===== src/rtl/clk_rate_pkg.sv =====
package clk_rate_pkg;
  parameter int DIV_W     = 8;
  parameter int FRAC_W    = 3;
  parameter int PRE_W     = 4;
  parameter int SEL_W     = 2;
  parameter int N_PARENTS = 3;
  parameter int BUSY_CYC  = 8;
  parameter int ADDR_W    = 2;
  parameter int DATA_W    = 8;

  localparam logic [SEL_W-1:0] SEL_RST = SEL_W'(3);
  localparam logic [PRE_W-1:0] PRE_RST = '0;
  localparam logic [DIV_W-1:0] DIV_RST = DIV_W'(8);

  typedef enum logic [ADDR_W-1:0] {
    A_DIV  = 2'd0,
    A_PRE  = 2'd1,
    A_SEL  = 2'd2,
    A_TRIG = 2'd3
  } reg_addr_e;

  // commit bit positions in the trigger word
  localparam int T_MAIN = 0;
  localparam int T_PRE  = 1;
endpackage


===== src/rtl/cdiv_trig.sv =====
module cdiv_trig #(
  parameter int BUSY_CYC = 8
) (
  input  logic clk_i,
  input  logic rst_ni,
  input  logic start_i,
  output logic busy_o,
  output logic done_o
);
  localparam int CNT_W = (BUSY_CYC > 1) ? $clog2(BUSY_CYC) : 1;
  localparam logic [CNT_W-1:0] LAST = CNT_W'(BUSY_CYC - 1);

  logic             busy_q;
  logic [CNT_W-1:0] cnt_q;

  assign done_o = busy_q && (cnt_q == LAST);
  assign busy_o = busy_q;

  always_ff @(posedge clk_i or negedge rst_ni) begin
    if (!rst_ni) begin
      busy_q <= 1'b0;
      cnt_q  <= '0;
    end else if (busy_q) begin
      if (done_o) begin
        busy_q <= 1'b0;
        cnt_q  <= '0;
      end else begin
        cnt_q <= cnt_q + 1'b1;
      end
    end else if (start_i) begin
      busy_q <= 1'b1;
      cnt_q  <= '0;
    end
  end
endmodule


===== src/rtl/cdiv_pre.sv =====
module cdiv_pre #(
  parameter int PRE_W = 4
) (
  input  logic             clk_i,
  input  logic             rst_ni,
  input  logic             clr_i,
  input  logic             in_tick_i,
  input  logic [PRE_W-1:0] field_i,
  output logic             out_tick_o
);
  logic [PRE_W-1:0] cnt_q;
  logic             wrap;

  assign wrap       = (cnt_q == field_i);
  assign out_tick_o = in_tick_i && wrap && !clr_i;

  always_ff @(posedge clk_i or negedge rst_ni) begin
    if (!rst_ni)        cnt_q <= '0;
    else if (clr_i)     cnt_q <= '0;
    else if (in_tick_i) cnt_q <= wrap ? '0 : cnt_q + 1'b1;
  end
endmodule


===== src/rtl/cdiv_frac.sv =====
module cdiv_frac #(
  parameter int DIV_W  = 8,
  parameter int FRAC_W = 3
) (
  input  logic             clk_i,
  input  logic             rst_ni,
  input  logic             clr_i,
  input  logic             in_tick_i,
  input  logic [DIV_W-1:0] field_i,
  output logic             tick_o
);
  localparam int ACC_W = DIV_W + 2;
  localparam logic [ACC_W-1:0] STEP = ACC_W'(1) << FRAC_W;

  logic [ACC_W-1:0] acc_q, acc_nxt, scaled;
  logic             tick_q, hit;

  // implied +1 sits just above the fraction
  assign scaled  = ACC_W'(field_i) + STEP;
  assign acc_nxt = acc_q + STEP;
  assign hit     = (acc_nxt >= scaled);

  always_ff @(posedge clk_i or negedge rst_ni) begin
    if (!rst_ni) begin
      acc_q  <= '0;
      tick_q <= 1'b0;
    end else if (clr_i) begin
      acc_q  <= '0;
      tick_q <= 1'b0;
    end else if (in_tick_i) begin
      acc_q  <= hit ? acc_nxt - scaled : acc_nxt;
      tick_q <= hit;
    end else begin
      tick_q <= 1'b0;
    end
  end

  assign tick_o = tick_q;
endmodule


===== src/rtl/clk_rate_stage.sv =====
module clk_rate_stage
  import clk_rate_pkg::*;
#(
  parameter int P_DIV_W     = DIV_W,
  parameter int P_FRAC_W    = FRAC_W,
  parameter int P_PRE_W     = PRE_W,
  parameter int P_SEL_W     = SEL_W,
  parameter int P_N_PARENTS = N_PARENTS,
  parameter int P_BUSY_CYC  = BUSY_CYC
) (
  input  logic                   clk_i,
  input  logic                   rst_ni,
  input  logic                   clk_en_i,
  input  logic [P_N_PARENTS-1:0] parent_tick_i,
  input  logic                   wr_en_i,
  input  logic [ADDR_W-1:0]      wr_addr_i,
  input  logic [DATA_W-1:0]      wr_data_i,
  output logic                   pre_busy_o,
  output logic                   main_busy_o,
  output logic [P_SEL_W-1:0]     act_sel_o,
  output logic [P_PRE_W-1:0]     act_pre_o,
  output logic [P_DIV_W-1:0]     act_div_o,
  output logic                   tick_o
);
  localparam int N_TRIG = 2;

  logic [P_DIV_W-1:0] st_div_q, act_div_q;
  logic [P_PRE_W-1:0] st_pre_q, act_pre_q;
  logic [P_SEL_W-1:0] st_sel_q, act_sel_q;
  logic [N_TRIG-1:0]  trig_start, trig_busy, trig_done;
  logic               trig_wr, commit_clr, par_tick, in_tick, pre_tick;

  // staged fields
  always_ff @(posedge clk_i or negedge rst_ni) begin
    if (!rst_ni) begin
      st_div_q <= DIV_RST;
      st_pre_q <= PRE_RST;
      st_sel_q <= SEL_RST;
    end else if (wr_en_i) begin
      case (reg_addr_e'(wr_addr_i))
        A_DIV:   st_div_q <= wr_data_i[P_DIV_W-1:0];
        A_PRE:   st_pre_q <= wr_data_i[P_PRE_W-1:0];
        A_SEL:   st_sel_q <= wr_data_i[P_SEL_W-1:0];
        default: ;
      endcase
    end
  end

  assign trig_wr = wr_en_i && (reg_addr_e'(wr_addr_i) == A_TRIG) && clk_en_i;

  generate
    for (genvar g = 0; g < N_TRIG; g++) begin : g_trig
      assign trig_start[g] = trig_wr && wr_data_i[g];
      cdiv_trig #(.BUSY_CYC(P_BUSY_CYC)) u_trig (
        .clk_i  (clk_i),
        .rst_ni (rst_ni),
        .start_i(trig_start[g]),
        .busy_o (trig_busy[g]),
        .done_o (trig_done[g])
      );
    end
  endgenerate

  // active fields move on trigger completion
  always_ff @(posedge clk_i or negedge rst_ni) begin
    if (!rst_ni) begin
      act_sel_q <= SEL_RST;
      act_pre_q <= PRE_RST;
      act_div_q <= DIV_RST;
    end else begin
      if (trig_done[T_PRE]) begin
        act_sel_q <= st_sel_q;
        act_pre_q <= st_pre_q;
      end
      if (trig_done[T_MAIN]) act_div_q <= st_div_q;
    end
  end

  assign commit_clr = |trig_done;

  // unmapped codes select nothing
  always_comb begin
    par_tick = 1'b0;
    for (int i = 0; i < P_N_PARENTS; i++)
      if (act_sel_q == P_SEL_W'(i)) par_tick = parent_tick_i[i];
  end

  assign in_tick = clk_en_i && par_tick;

  cdiv_pre #(.PRE_W(P_PRE_W)) u_pre (
    .clk_i     (clk_i),
    .rst_ni    (rst_ni),
    .clr_i     (commit_clr),
    .in_tick_i (in_tick),
    .field_i   (act_pre_q),
    .out_tick_o(pre_tick)
  );

  cdiv_frac #(.DIV_W(P_DIV_W), .FRAC_W(P_FRAC_W)) u_frac (
    .clk_i    (clk_i),
    .rst_ni   (rst_ni),
    .clr_i    (commit_clr),
    .in_tick_i(pre_tick),
    .field_i  (act_div_q),
    .tick_o   (tick_o)
  );

  assign pre_busy_o  = trig_busy[T_PRE];
  assign main_busy_o = trig_busy[T_MAIN];
  assign act_sel_o   = act_sel_q;
  assign act_pre_o   = act_pre_q;
  assign act_div_o   = act_div_q;
endmodule


===== config.mk =====
export PLATFORM = sky130hd
export DESIGN_NAME = clk_rate_stage
export DESIGN_NICKNAME = d
export VERILOG_FILES = /design/src/rtl/clk_rate_pkg.sv /design/src/rtl/cdiv_trig.sv /design/src/rtl/cdiv_pre.sv /design/src/rtl/cdiv_frac.sv /design/src/rtl/clk_rate_stage.sv
export SDC_FILE = /design/constraint.sdc
export NUM_CORES = 1
export LEC_CHECK = 0
export BUFFER_PORTS_ARGS = -buffer_cell sky130_fd_sc_hd__clkbuf_2
export CAP_MARGIN = 10
export CORE_ASPECT_RATIO = 1.4
export CORE_MARGIN = 1
export CORE_UTILIZATION = 60
export CTS_CLUSTER_SIZE = 12
export DETAILED_ROUTE_END_ITERATION = 10
export GPL_TIMING_DRIVEN = 1
export HOLD_SLACK_MARGIN = 0.1
export PLACE_DENSITY = 0.86
export REMOVE_ABC_BUFFERS = 1
export SYNTH_ARGS = -nofsm -noshare
export SYNTH_HDL_FRONTEND = slang
export SYNTH_SLANG_ARGS = --single-unit

===== constraint.sdc =====
create_clock -name clk_i -period 4.45 [get_ports clk_i]
set_input_delay 0.89 -clock clk_i [delete_from_list [all_inputs] [get_ports clk_i]]
set_output_delay 0.89 -clock clk_i [all_outputs]
set_load 0.03 [all_outputs]

# Word-level counts from Yosys, hierarchy flattened
# Cells that the tools add are included.
# op_classes
n_addsub	6
order_cmp	1
n_eq_ne	8
n_mux	23
n_reduce_logical	20
# op_table
op	count
10-bit two-way mux	3
3-bit two-way mux	6
4-bit two-way mux	3
1-bit two-way mux	11
10-bit by 4-bit adder with 10-bit output, second input constant	1
10-bit >= comparator	1
10-bit subtractor	1
8-bit by 4-bit adder with 9-bit output, second input constant	1
1-bit logical AND	9
2-bit nonzero test	4
3-bit by 1-bit adder with 3-bit output, second input constant	2
2-bit == test, second input constant	3
3-bit == test, second input constant	2
2-bit AND reduction	3
4-bit by 1-bit adder with 4-bit output, second input constant	1
2-bit by 1-bit == test with 1-bit output, second input constant	2
4-bit == test	1
2-bit zero test	2
2-bit OR reduction	1
1-bit zero test	1
# word_totals
regBits	51
in_bits	17
out_inout_bits	17
elab_cells	71

# Longest topological paths before layout
# Gate-level depths: netlist of run 1.
# logic_depth
ltp_word	9
mapped_depth	11
mapped_depth_nobuf	10

# Cells and area by module
# A second synthesis of run 1 with hierarchy kept.
# unflattened
cells_unflattened	263
area_unflattened_um2	2897.8
# by_module_without_submodules
module	n_inst	cells_per_inst	area_each_um2	seq_area_each_um2
cdiv_frac	1	128	1126.1	275.3
clk_rate_stage	1	75	1112.3	708.2
cdiv_trig	2	16	188.9	100.1
cdiv_pre	1	28	281.5	100.1

# Worst setup path before layout of run 1
# No wires, ideal clock.
# synth_path
kind	register -> register
from	register act_div_q[3] (netlist: act_div_o[3])
to	register u_frac.acc_q[7]
setup_ns	0.094
arrival_time_ns	2.498
required_ns	4.356
path_slack_ns	1.858
path_stages_with_launch	11
path_buffers	1
period_less_slack_ns	2.592
cell_sequence	dfstp_2 -> ha_1 -> xnor2_1 -> ha_1 -> a21o_1 -> a21oi_1 -> o22ai_4 -> or2_1 -> buf_6 -> mux2i_1 -> a211oi_1
# synth_via
elab_chain_len	5
elab_cells_between_ends	6
cone_classes	2 x add/sub; 1 x order compare; 3 x mux
# synth_rtl
element	line_no	rtl
from (decl)	clk_rate_stage.sv:27	logic [P_DIV_W-1:0] st_div_q, act_div_q;
from (signal assigned)	clk_rate_stage.sv:75	if (trig_done[T_MAIN]) act_div_q <= st_div_q;
8-bit by 4-bit adder with 9-bit output (*)	cdiv_frac.sv:19	assign scaled = ACC_W'(field_i) + STEP;
10-bit subtractor / 10-bit >= comparator (equally long branches)	cdiv_frac.sv:31, cdiv_frac.sv:21	
10-bit two-way mux (*)	cdiv_frac.sv:31	acc_q <= hit ? acc_nxt - scaled : acc_nxt;
10-bit two-way mux (*)	cdiv_frac.sv:30	end else if (in_tick_i) begin
10-bit two-way mux (*)	cdiv_frac.sv:27	end else if (clr_i) begin
to (signal assigned)	cdiv_frac.sv:31	
to (decl)	cdiv_frac.sv:15	logic [ACC_W-1:0] acc_q, acc_nxt, scaled;
# Every way passes the cells marked *; elsewhere a longest branch is shown, timed or not. The select of a mux whose other input is x is not followed.
# A chain may end at the register's enable or synchronous reset.

# Final worst setup path of run 1
# layout_path
from	register u_frac.acc_q[3]
to	register u_frac.acc_q[7]
# layout_via
elab_chain_len	5
elab_cells_between_ends	6
cone_classes	2 x add/sub; 1 x order compare; 3 x mux
# layout_rtl
element	line_no	rtl
10-bit by 4-bit adder with 10-bit output (*)	cdiv_frac.sv:20	assign acc_nxt = acc_q + STEP;
10-bit subtractor / 10-bit >= comparator (equally long branches)	cdiv_frac.sv:31, cdiv_frac.sv:21	
10-bit two-way mux (*)	cdiv_frac.sv:31	
10-bit two-way mux (*)	cdiv_frac.sv:30	
10-bit two-way mux (*)	cdiv_frac.sv:27	
# Marked as above.

==> results of run 1 <==
==> critical path, cell delays in order (launching register included) <==
cell	delay (ns)
dfrtp_1	0.45
ha_1	0.29
xor2_1	0.17
ha_1	0.37
a21o_1	0.23
a21oi_1	0.28
o22ai_4	0.13
or2_1	0.37
mux2i_1	0.16
a211oi_1	0.24
==> per-stage QoR <==
step | instances | instance area, µm² | hold WS, ns | utilization (%) | total power (µW)
CTS | 353 | 3150 | 0.506 | 69.9 | 2480
detailed placement | 345 | 3030 | 0.483 | 67.2 | 2120
floorplan | 249 | 2780 | 0.456 | - | 1820
finish | 353 | 3150 | 0.506 | 69.9 | 2480
global route | 353 | 3150 | 0.530 | 69.9 | 2680
global placement | 345 | 3030 | 0.471 | 67.2 | 2080
==> kinds of logic (layout without fill, tap and decap cells) <==
| group | after synthesis | after routing |
|---|---|---|
| adder cells (fa/ha/maj) | 17 | 17 |
| multiplexers | 33 | 33 |
| flip-flops | 51 | 51 |
| buffers and inverters | 14 | 53 |
| AND/OR/NAND/NOR | 66 | 66 |
| XOR/XNOR | 15 | 15 |
| AO/OA/AOI/OAI | 56 | 56 |
==> layout make-up <==
cell class / instances / area (µm²) / share of cell area (%)
clock buffers: 6 / 82.6 / 2.62
clock inverters: 2 / 38.8 / 1.23
inverters: 11 / 41.3 / 1.31
multi-input cells: 187 / 1450 / 46.1
flip-flops and latches: 51 / 1280 / 40.8
well taps: 62 / 77.6 / 2.47
repair buffers: 34 / 173 / 5.49
==> Yosys cell counts (5+ instances only) <==
cell type	number
dfrtp_1	45
mux2_2	29
a21oi_1	18
ha_1	16
nand2_1	16
o21ai_0	14
nor2_1	13
inv_1	11
nand3_1	10
xor2_1	9
dfstp_2	6
xnor2_1	6
and3_1	5
nand2b_1	5
==> worst max path at each step <==
stage | end | slack [ns] | cells after the start
after floorplan | u_frac.acc_q[4] | 1.86 | 9
after global placement | u_frac.acc_q[6] | 1.82 | 9
after detailed placement | u_frac.acc_q[7] | 1.72 | 9
after CTS | u_frac.acc_q[7] | 1.66 | 9
after global routing | u_frac.acc_q[2] | 1.46 | 9
final | u_frac.acc_q[7] | 1.65 | 9
==> sequential cells by signal (all words and copies together), names as in the netlist, 4 cells and up <==
register             flops
u_pre.cnt_q              4
u_frac.acc_q            10
act_div_o                8
st_div_q                 8
g_trig.u_trig.cnt_q      6
act_pre_o                4
st_pre_q                 4
==> layer usage <==
metal / vias up / share of wire, % / global-route usage [%]
li1: 992 / - / -
met1: 997 / 44 / 31.7
met2: 31 / 51 / 40.9
met3: 14 / 2.2 / 3.89
met4: 0 / 2.0 / 9.77
met5: - / 0 / 0
==> where the power goes <==
part	switching [µW]	internal, µW
Clock	159	185
Sequential	163	641
Combinational	766	561
Total	1090	1390
==> flow_summary.toml, run 1 <==
[outcome]
status = "completed"

[timing]
finalCritPeriodShare_pct = 62.9
rsz0062_at_grt = "false"
setup_tns_ns = 0
tightest_slew_ns = 0.669
skew_ns = 0.00456
relSlewSlack_pct = 55.2
setup_slack_ns = 1.65
hold_viol_final = 0
max_freq_mhz = 357
slew_viol_final = 0
min_period_ns = 2.80
setup_violations = 0

[detailed_routing]
drtPass1Iterations = 4
viasPerCell = 5.76
final_antenna_net_count = 0
remaining_drc_errors = 0
drt_iter0_drc = 66
routedWlPerCell_um = 15.2
totalWireLength_um = 5370
vias = 2034

[critical_path]
crit_type = "flip-flop to flip-flop"
startpoint_type = "flip-flop"
cp-end-kind = "flip-flop"
r2r_end = "u_frac.acc_q[7]"
crit_start = "u_frac.acc_q[3]"
arrival_ns = 3.01
reg2reg_slack_ns = 1.65
ff2ff_path_depth = 9
path_max_fanout = 8
r2r_start = "u_frac.acc_q[3]"
critPathRequiredTime_ns = 4.66

[placement]
portBuffers = 33
dp_hpwl_um = 4030
pre_cts_ws_ns = 1.72
gp_congestion = 0.929

[synthesis]
postSynth.asyncResetShare_pct = 100
synth_top_area_share_pct = 40.3
synth-seq-cells = 51
ys_warn_count = 0
synth_area_leaders = "dfrtp_1 (40%), mux2_2 (12%), ha_1 (7.2%), dfstp_2 (5.6%), a21oi_1 (3.2%)"
synth_fa_ha_area_share_pct = 7.88
synth_compound_area_share_pct = 12.9
synth_edf_count = 0
synth_xor_area_share_pct = 4.70
synthDistinctLibCells = 44
synth_top_family_by_area = "simple AND/OR/NAND/NOR gates"
synth_area_per_cell_um2 = 11.1
yosysTopAreaCell = "dfrtp_1"
ys_seq_area_share_pct = 45.9
synthMuxAreaShare_pct = 13.1
synth-simple-area-share_pct = 13.3
syn_area_um2 = 2800
syn_inst = 252
synthFlopType = "dfrtp_1"

[hold_path]
hp-class = "flip-flop to flip-flop"
hp-start = "g_trig[1].u_trig.cnt_q[2]"
hold_depth = 2
min_to = "g_trig[1].u_trig.cnt_q[2]"

[cells_and_area]
diodes = 0
final_cell_mix = "dfrtp_1 (45), clkbuf_2 (33), mux2_2 (29)"
nets = 324
final_common_cell = "dfrtp_1"
num-fill-cells = 366
area_growth_pct = 12.6
drive_above_1_share_pct = 29.2

[global_route]
grt_pass1_wl_um = 9040
overflow = 0
grt_max_degree = 30
track_usage_pct = 24.6
antenna_found_initial = 0
grt_pass1_vias = 1970

[floorplanning]
io_pins = 34
dieArea_um2 = 4940
die_h_um = 82.8
start_util_pct = 62.1
placementRows = 29
die_w_um = 59.7
fp.coreArea_um2 = 4500

[clocking]
cts_hold_buf = 0
clk_latency_ns = 0.31
clk_path_buf_depth = 2
cts-root-buf = "clkbuf_8"
ctsResizeCount = 0
cts_max_level = 2
cts_sinks = 51
cts_made_buffers = 5
post_cts_buffers = 0
cts_tree = "done"
clk_pin_slew_worst_paths_ns = 0.10

[run]
drv_cap = 0

[power]
power.leakage_uw = 0.00147
vdd_ir_drop_max_uv = 371
power.density_nw_per_um2 = 787
Power figures use the tool's default switching activity.
==> inputs of run 2 (changes only) <==
--- a/config.mk
+++ b/config.mk
@@ -5,16 +5,17 @@
 export SDC_FILE = /design/constraint.sdc
 export NUM_CORES = 1
 export LEC_CHECK = 0
+export ABC_AREA = 1
 export BUFFER_PORTS_ARGS = -buffer_cell sky130_fd_sc_hd__clkbuf_2
 export CAP_MARGIN = 10
 export CORE_ASPECT_RATIO = 1.4
 export CORE_MARGIN = 1
-export CORE_UTILIZATION = 60
+export CORE_UTILIZATION = 58
 export CTS_CLUSTER_SIZE = 12
 export DETAILED_ROUTE_END_ITERATION = 10
 export GPL_TIMING_DRIVEN = 1
 export HOLD_SLACK_MARGIN = 0.1
-export PLACE_DENSITY = 0.86
+export PLACE_DENSITY = 0.83
 export REMOVE_ABC_BUFFERS = 1
 export SYNTH_ARGS = -nofsm -noshare
 export SYNTH_HDL_FRONTEND = slang
==> constraint.sdc (replaced) <==
create_clock -name clk_i -period 2.6 [get_ports clk_i]
set_input_delay 0.52 -clock clk_i [delete_from_list [all_inputs] [get_ports clk_i]]
set_output_delay 0.52 -clock clk_i [all_outputs]
set_load 0.03 [all_outputs]
==> flow_summary.toml, run 2 <==
[detailed_routing]
vias = 2306
drtPass1Iterations = 4
drt_iter0_drc = 111
totalWireLength_um = 5790
viasPerCell = 5.26
routedWlPerCell_um = 13.2
final_antenna_net_count = 0
remaining_drc_errors = 0

[clocking]
post_cts_buffers = 0
cts_hold_buf = 0
cts_max_level = 2
cts-root-buf = "clkbuf_8"
clk_latency_ns = 0.30
cts_sinks = 51
clk_pin_slew_worst_paths_ns = 0.09
clk_path_buf_depth = 2
cts_made_buffers = 5
cts_tree = "done"

[global_route]
overflow = 0
grt_max_degree = 52
track_usage_pct = 23.8
grt_pass1_vias = 2279
antenna_found_initial = 0
grt_pass1_wl_um = 9920

[floorplanning]
dieArea_um2 = 5360
die_w_um = 62.2
fp.coreArea_um2 = 4840
placementRows = 30
io_pins = 34
die_h_um = 86.2
start_util_pct = 60.7

[cells_and_area]
final_cell_mix = "nand2_1 (85), dfrtp_1 (44), clkbuf_2 (33)"
top_register = "u_frac.acc_q"
num-fill-cells = 386
drive_above_1_share_pct = 24.3
final_area_um2 = 3310
final_common_cell = "nand2_1"
area_growth_pct = 12.6
final_core_util_pct = 68.3
diodes = 0
nets = 407
largest_reg_flops = 10

[synthesis]
syn_inst = 333
ys_warn_count = 0
synthTopCellsByCount = "nand2_1 (85), dfrtp_1 (45), inv_1 (31), nand3_1 (23), nor2_1 (22)"
synth_area_per_cell_um2 = 8.82
synth.most_common_cell = "nand2_1"
ys_seq_area_share_pct = 43.7
synth_edf_count = 0
syn_area_um2 = 2940
synth_area_leaders = "dfrtp_1 (38%), nand2_1 (11%), ha_1 (6.8%), mux2_2 (5.7%), dfstp_2 (5.4%)"
postSynth.asyncResetShare_pct = 100
yosysTopAreaCell = "dfrtp_1"
synth-seq-cells = 51
synthDistinctLibCells = 31
synthFlopType = "dfrtp_1"
synth_top_area_share_pct = 38.3

[critical_path]
critPathRequiredTime_ns = 2.79
r2r_end = "u_frac.acc_q[0]"
ff2ff_path_depth = 14
cp-end-kind = "flip-flop"
arrival_ns = 2.58
reg2reg_slack_ns = 0.21
path_max_fanout = 9
r2r_start = "act_div_o[3]"
startpoint_type = "flip-flop"
crit_type = "flip-flop to flip-flop"

[timing]
finalCritPeriodShare_pct = 91.7
hold_viol_final = 0
slew_viol_final = 0
min_period_ns = 2.39
max_freq_mhz = 419
setup_tns_ns = 0
relSlewSlack_pct = 59.1
rsz0062_at_grt = "false"
setup_slack_ns = 0.215
skew_ns = 0.0111
setup_violations = 0
tightest_slew_ns = 0.613

[placement]
place_area_um2 = 3190
gp_congestion = 0.941
dp_hpwl_um = 4560
portBuffers = 33
pre_cts_ws_ns = 0.138

[power]
vdd_ir_drop_max_uv = 665
power.density_nw_per_um2 = 1340
power.leakage_uw = 0.00174

[run]
drv_cap = 0

[outcome]
status = "completed"

[hold_path]
hp-class = "primary input to async pin"
[run 2: cell types whose count changed after synthesis, moves of 9 or more]
cell	delta
inv_1	+20
mux2_2	-14
nand2_1	+69
nand2_2	+9
nand3_1	+13
nor2_1	+9
[run 2: area by class of cell]
class                      instances  area (µm²)  share of cell area, %
tap                               64        80.1                   2.42
sequential                        51        1280                   38.9
inverter                          37         139                   4.20
timing repair buffer              35         180                   5.45
multi-input combinational        243        1540                   46.4
clock buffer                       5        68.8                   2.08
clock inverter                     3        18.8                  0.568
[run 2: cells by family (layout without fill, tap and decap cells)]
kind of cell	Yosys count	in the layout	share of synthesized area (%)
fa+ha+maj	17	17	7.50
simple gates	164	164	27.0
buf+inv	39	80	5.03
mux	15	15	5.75
compound gates	31	31	6.26
xor+xnor	16	16	4.77
flops	51	51	43.7
[run 2: critical path, stage by stage (launching register included)]
cell and delay [ns]:
dfstp_2 0.60, ha_1 0.19, nand3_1 0.09, xnor2_1 0.14, inv_1 0.08, ha_4 0.29
nand2_1 0.08, inv_2 0.08, nand2_2 0.06, nor3_4 0.26, nor2_8 0.09, nand3_4 0.11
nand2_2 0.08, nand3_1 0.07, nand2_1 0.06
[run 2: what timing repair did]
action | 4_1_cts | 5_1_grt
setup endpoints to repair | 0 | 11
gates resized for setup | 0 | 5
endpoints found under the hold margin | 0 | 0
[run 2: worst max-delay path by stage]
stage                         start               to  slack [ns]  cells after the start
finish                 act_div_o[3]  u_frac.acc_q[0]        0.21                     14
floorplan              act_div_o[3]  u_frac.acc_q[1]        0.21                     15
global route           act_div_o[3]  u_frac.acc_q[3]        0.01                     14
detailed placement  u_frac.acc_q[3]  u_frac.acc_q[0]        0.14                     15
global placement       act_div_o[3]  u_frac.acc_q[1]        0.20                     15
CTS                 u_frac.acc_q[3]  u_frac.acc_q[0]        0.12                     15
[run 2: through the flow]
stage / hold slack [ns] / cells / power [µW]
2_1_floorplan: 0.224 / 331 / 3320
3_3_place_gp: 0.466 / 430 / 3860
3_5_place_dp: 0.471 / 430 / 3920
4_1_cts: 0.331 / 438 / 4390
5_1_grt: 0.381 / 438 / 4820
6_report: 0.310 / 438 / 4420
[run 2: routing by layer]
metal / share of wire, % / track usage, % / up-vias
li1: - / - / 1174
met1: 42 / 27.2 / 1074
met2: 52 / 44.0 / 42
met3: 2.2 / 3.29 / 16
met4: 3.0 / 11.0 / 0
met5: 0 / 0 / -
[run 2: power breakdown]
group	total [µW]	switching [µW]	internal, µW	leakage (µW)
sequential	1380	288	1100	0.000630
combinational	2590	1610	986	0.00106
clock	438	249	190	0.0000483
==> inputs of run 3 (changes only) <==
--- a/config.mk
+++ b/config.mk
@@ -17,6 +17,7 @@
 export HOLD_SLACK_MARGIN = 0.1
 export PLACE_DENSITY = 0.83
 export REMOVE_ABC_BUFFERS = 1
+export SETUP_SLACK_MARGIN = 0.5
 export SYNTH_ARGS = -nofsm -noshare
 export SYNTH_HDL_FRONTEND = slang
 export SYNTH_SLANG_ARGS = --single-unit
==> flow_summary.toml, run 3 (synthesized netlist as in run 2, its figures left out) <==
[cells_and_area]
nets = 416
area_growth_pct = 19.0
diodes = 0
ff_latch_area_um2 = 1280
final_core_util_pct = 72.2
final_cell_mix = "nand2_1 (79), dfrtp_1 (45), clkbuf_2 (33)"
multi_input_area_um2 = 1660
top_register = "u_frac.acc_q"
final_common_cell = "nand2_1"
drive_above_1_share_pct = 30.8
num-fill-cells = 357
largest_reg_flops = 10
final_cell_count_no_fill = 447

[global_route]
antenna_found_initial = 0
grt_pass1_wl_um = 10400
grt_pass1_vias = 2366
track_usage_pct = 25.1
grt_max_degree = 52
overflow = 0

[critical_path]
crit_type = "flip-flop to flip-flop"
arrival_ns = 2.42
critPathRequiredTime_ns = 2.80
r2r_end = "u_frac.acc_q[0]"
cp-end-kind = "flip-flop"
startpoint_type = "flip-flop"
path_max_fanout = 8
ff2ff_path_depth = 14
reg2reg_slack_ns = 0.38
r2r_start = "act_div_o[3]"

[timing]
min_period_ns = 2.22
finalCritPeriodShare_pct = 85.4
skew_ns = 0.0120
whs_ns = 0.308
hold_viol_final = 0
rsz0062_at_grt = "true"
relSlewSlack_pct = 59.3
setup_violations = 0
setup_tns_ns = 0
max_freq_mhz = 450
tightest_slew_ns = 0.611
slew_viol_final = 0

[detailed_routing]
drtPass1Iterations = 4
viasPerCell = 5.36
vias = 2397
totalWireLength_um = 6290
final_antenna_net_count = 0
drt_iter0_drc = 97
remaining_drc_errors = 0
routedWlPerCell_um = 14.1

[power]
vdd_ir_drop_max_uv = 683
power.density_nw_per_um2 = 1370
total_power_uw = 4800
power.leakage_uw = 0.00181

[floorplanning]
die_w_um = 62.2
placementRows = 30
io_pins = 34
fp.coreArea_um2 = 4840
dieArea_um2 = 5360
start_util_pct = 60.7
die_h_um = 86.2

[clocking]
cts_sinks = 51
cts_tree = "done"
clk_path_buf_depth = 2
clk_latency_ns = 0.30
cts-root-buf = "clkbuf_8"
clk_pin_slew_worst_paths_ns = 0.09
cts_made_buffers = 5
cts_max_level = 2

[placement]
dp_hpwl_um = 4560
dp_cells = 430
gp_congestion = 0.941
portBuffers = 33

[hold_path]
hp-class = "primary input to async pin"

[outcome]
status = "completed"

[run]
drv_cap = 0
[run 3: cell types whose count changed in the layout (fill, tap and decap cells not counted), moves of 3 or more]
| cell | change |
|---|---|
| buf_4 | +8 |
| nand3_1 | -7 |
| nand2_1 | -6 |
| ha_4 | +3 |
| nand3_2 | +7 |
| nand2_2 | +3 |
| ha_1 | -4 |
| nand2_4 | +3 |
[run 3: metal layers]
layer	share of wire, %	track usage [%]
met5	0	0
met4	2.4	11.0
met3	2.3	3.16
met2	54	46.8
met1	41	28.7
[run 3: per-stage QoR]
step           cell area, µm²  setup slack, ns
6_report                 3500            0.379
5_1_grt                  3500            0.260
4_1_cts                  3420            0.355
3_5_place_dp             3190            0.138
3_3_place_gp             3190            0.195
2_1_floorplan            2930            0.210
[run 3: area by class of cell]
class	instances	share of cell area, %
Clock buffer	5	1.97
Clock inverter	3	0.537
Inverter	37	4.04
Multi-Input combinational cell	244	47.6
Sequential cell	51	36.7
Tap cell	64	2.29
Timing Repair Buffer	43	6.87
[run 3: worst max-delay path by stage]
| stage | start | end | cells after the start | slack [ns] |
|---|---|---|---|---|
| after floorplan | act_div_o[3] | u_frac.acc_q[1] | 15 | 0.21 |
| after global placement | act_div_o[3] | u_frac.acc_q[1] | 15 | 0.20 |
| after detailed placement | u_frac.acc_q[3] | u_frac.acc_q[0] | 15 | 0.14 |
| after CTS | act_div_o[3] | u_frac.acc_q[0] | 15 | 0.36 |
| after global routing | act_div_o[3] | u_frac.acc_q[2] | 13 | 0.26 |
| final | act_div_o[3] | u_frac.acc_q[0] | 14 | 0.38 |
[run 3: repair_timing]
item | 4_1_cts | 5_1_grt
gates resized for setup | 15 | 15
hold buffers | 0 | 0
endpoints found under the hold margin | 0 | 0
setup buffers | 6 | 2
cloned | 1 | 0
pin swaps | 6 | 15
endpoints found under the setup margin | 11 | 11
[run 3: power breakdown]
group / total (µW) / leakage (µW) / internal [µW] / switching (µW)
sequential: 1380 / 0.000632 / 1100 / 287
clock: 439 / 0.0000483 / 190 / 249
combinational: 2980 / 0.00113 / 1150 / 1830
[run 3: worst max-delay path, stage by stage (launching register included)]
cell and delay [ns]:
dfstp_2 0.57, buf_4 0.13, nand3_2 0.08, xor2_1 0.22, ha_4 0.26, nand2_4 0.08
inv_4 0.04, a21oi_2 0.13, nand2_2 0.09, nand2_4 0.13, nand3_4 0.14, nand2_2 0.09
inv_2 0.05, nand2_2 0.06, nand2_2 0.05
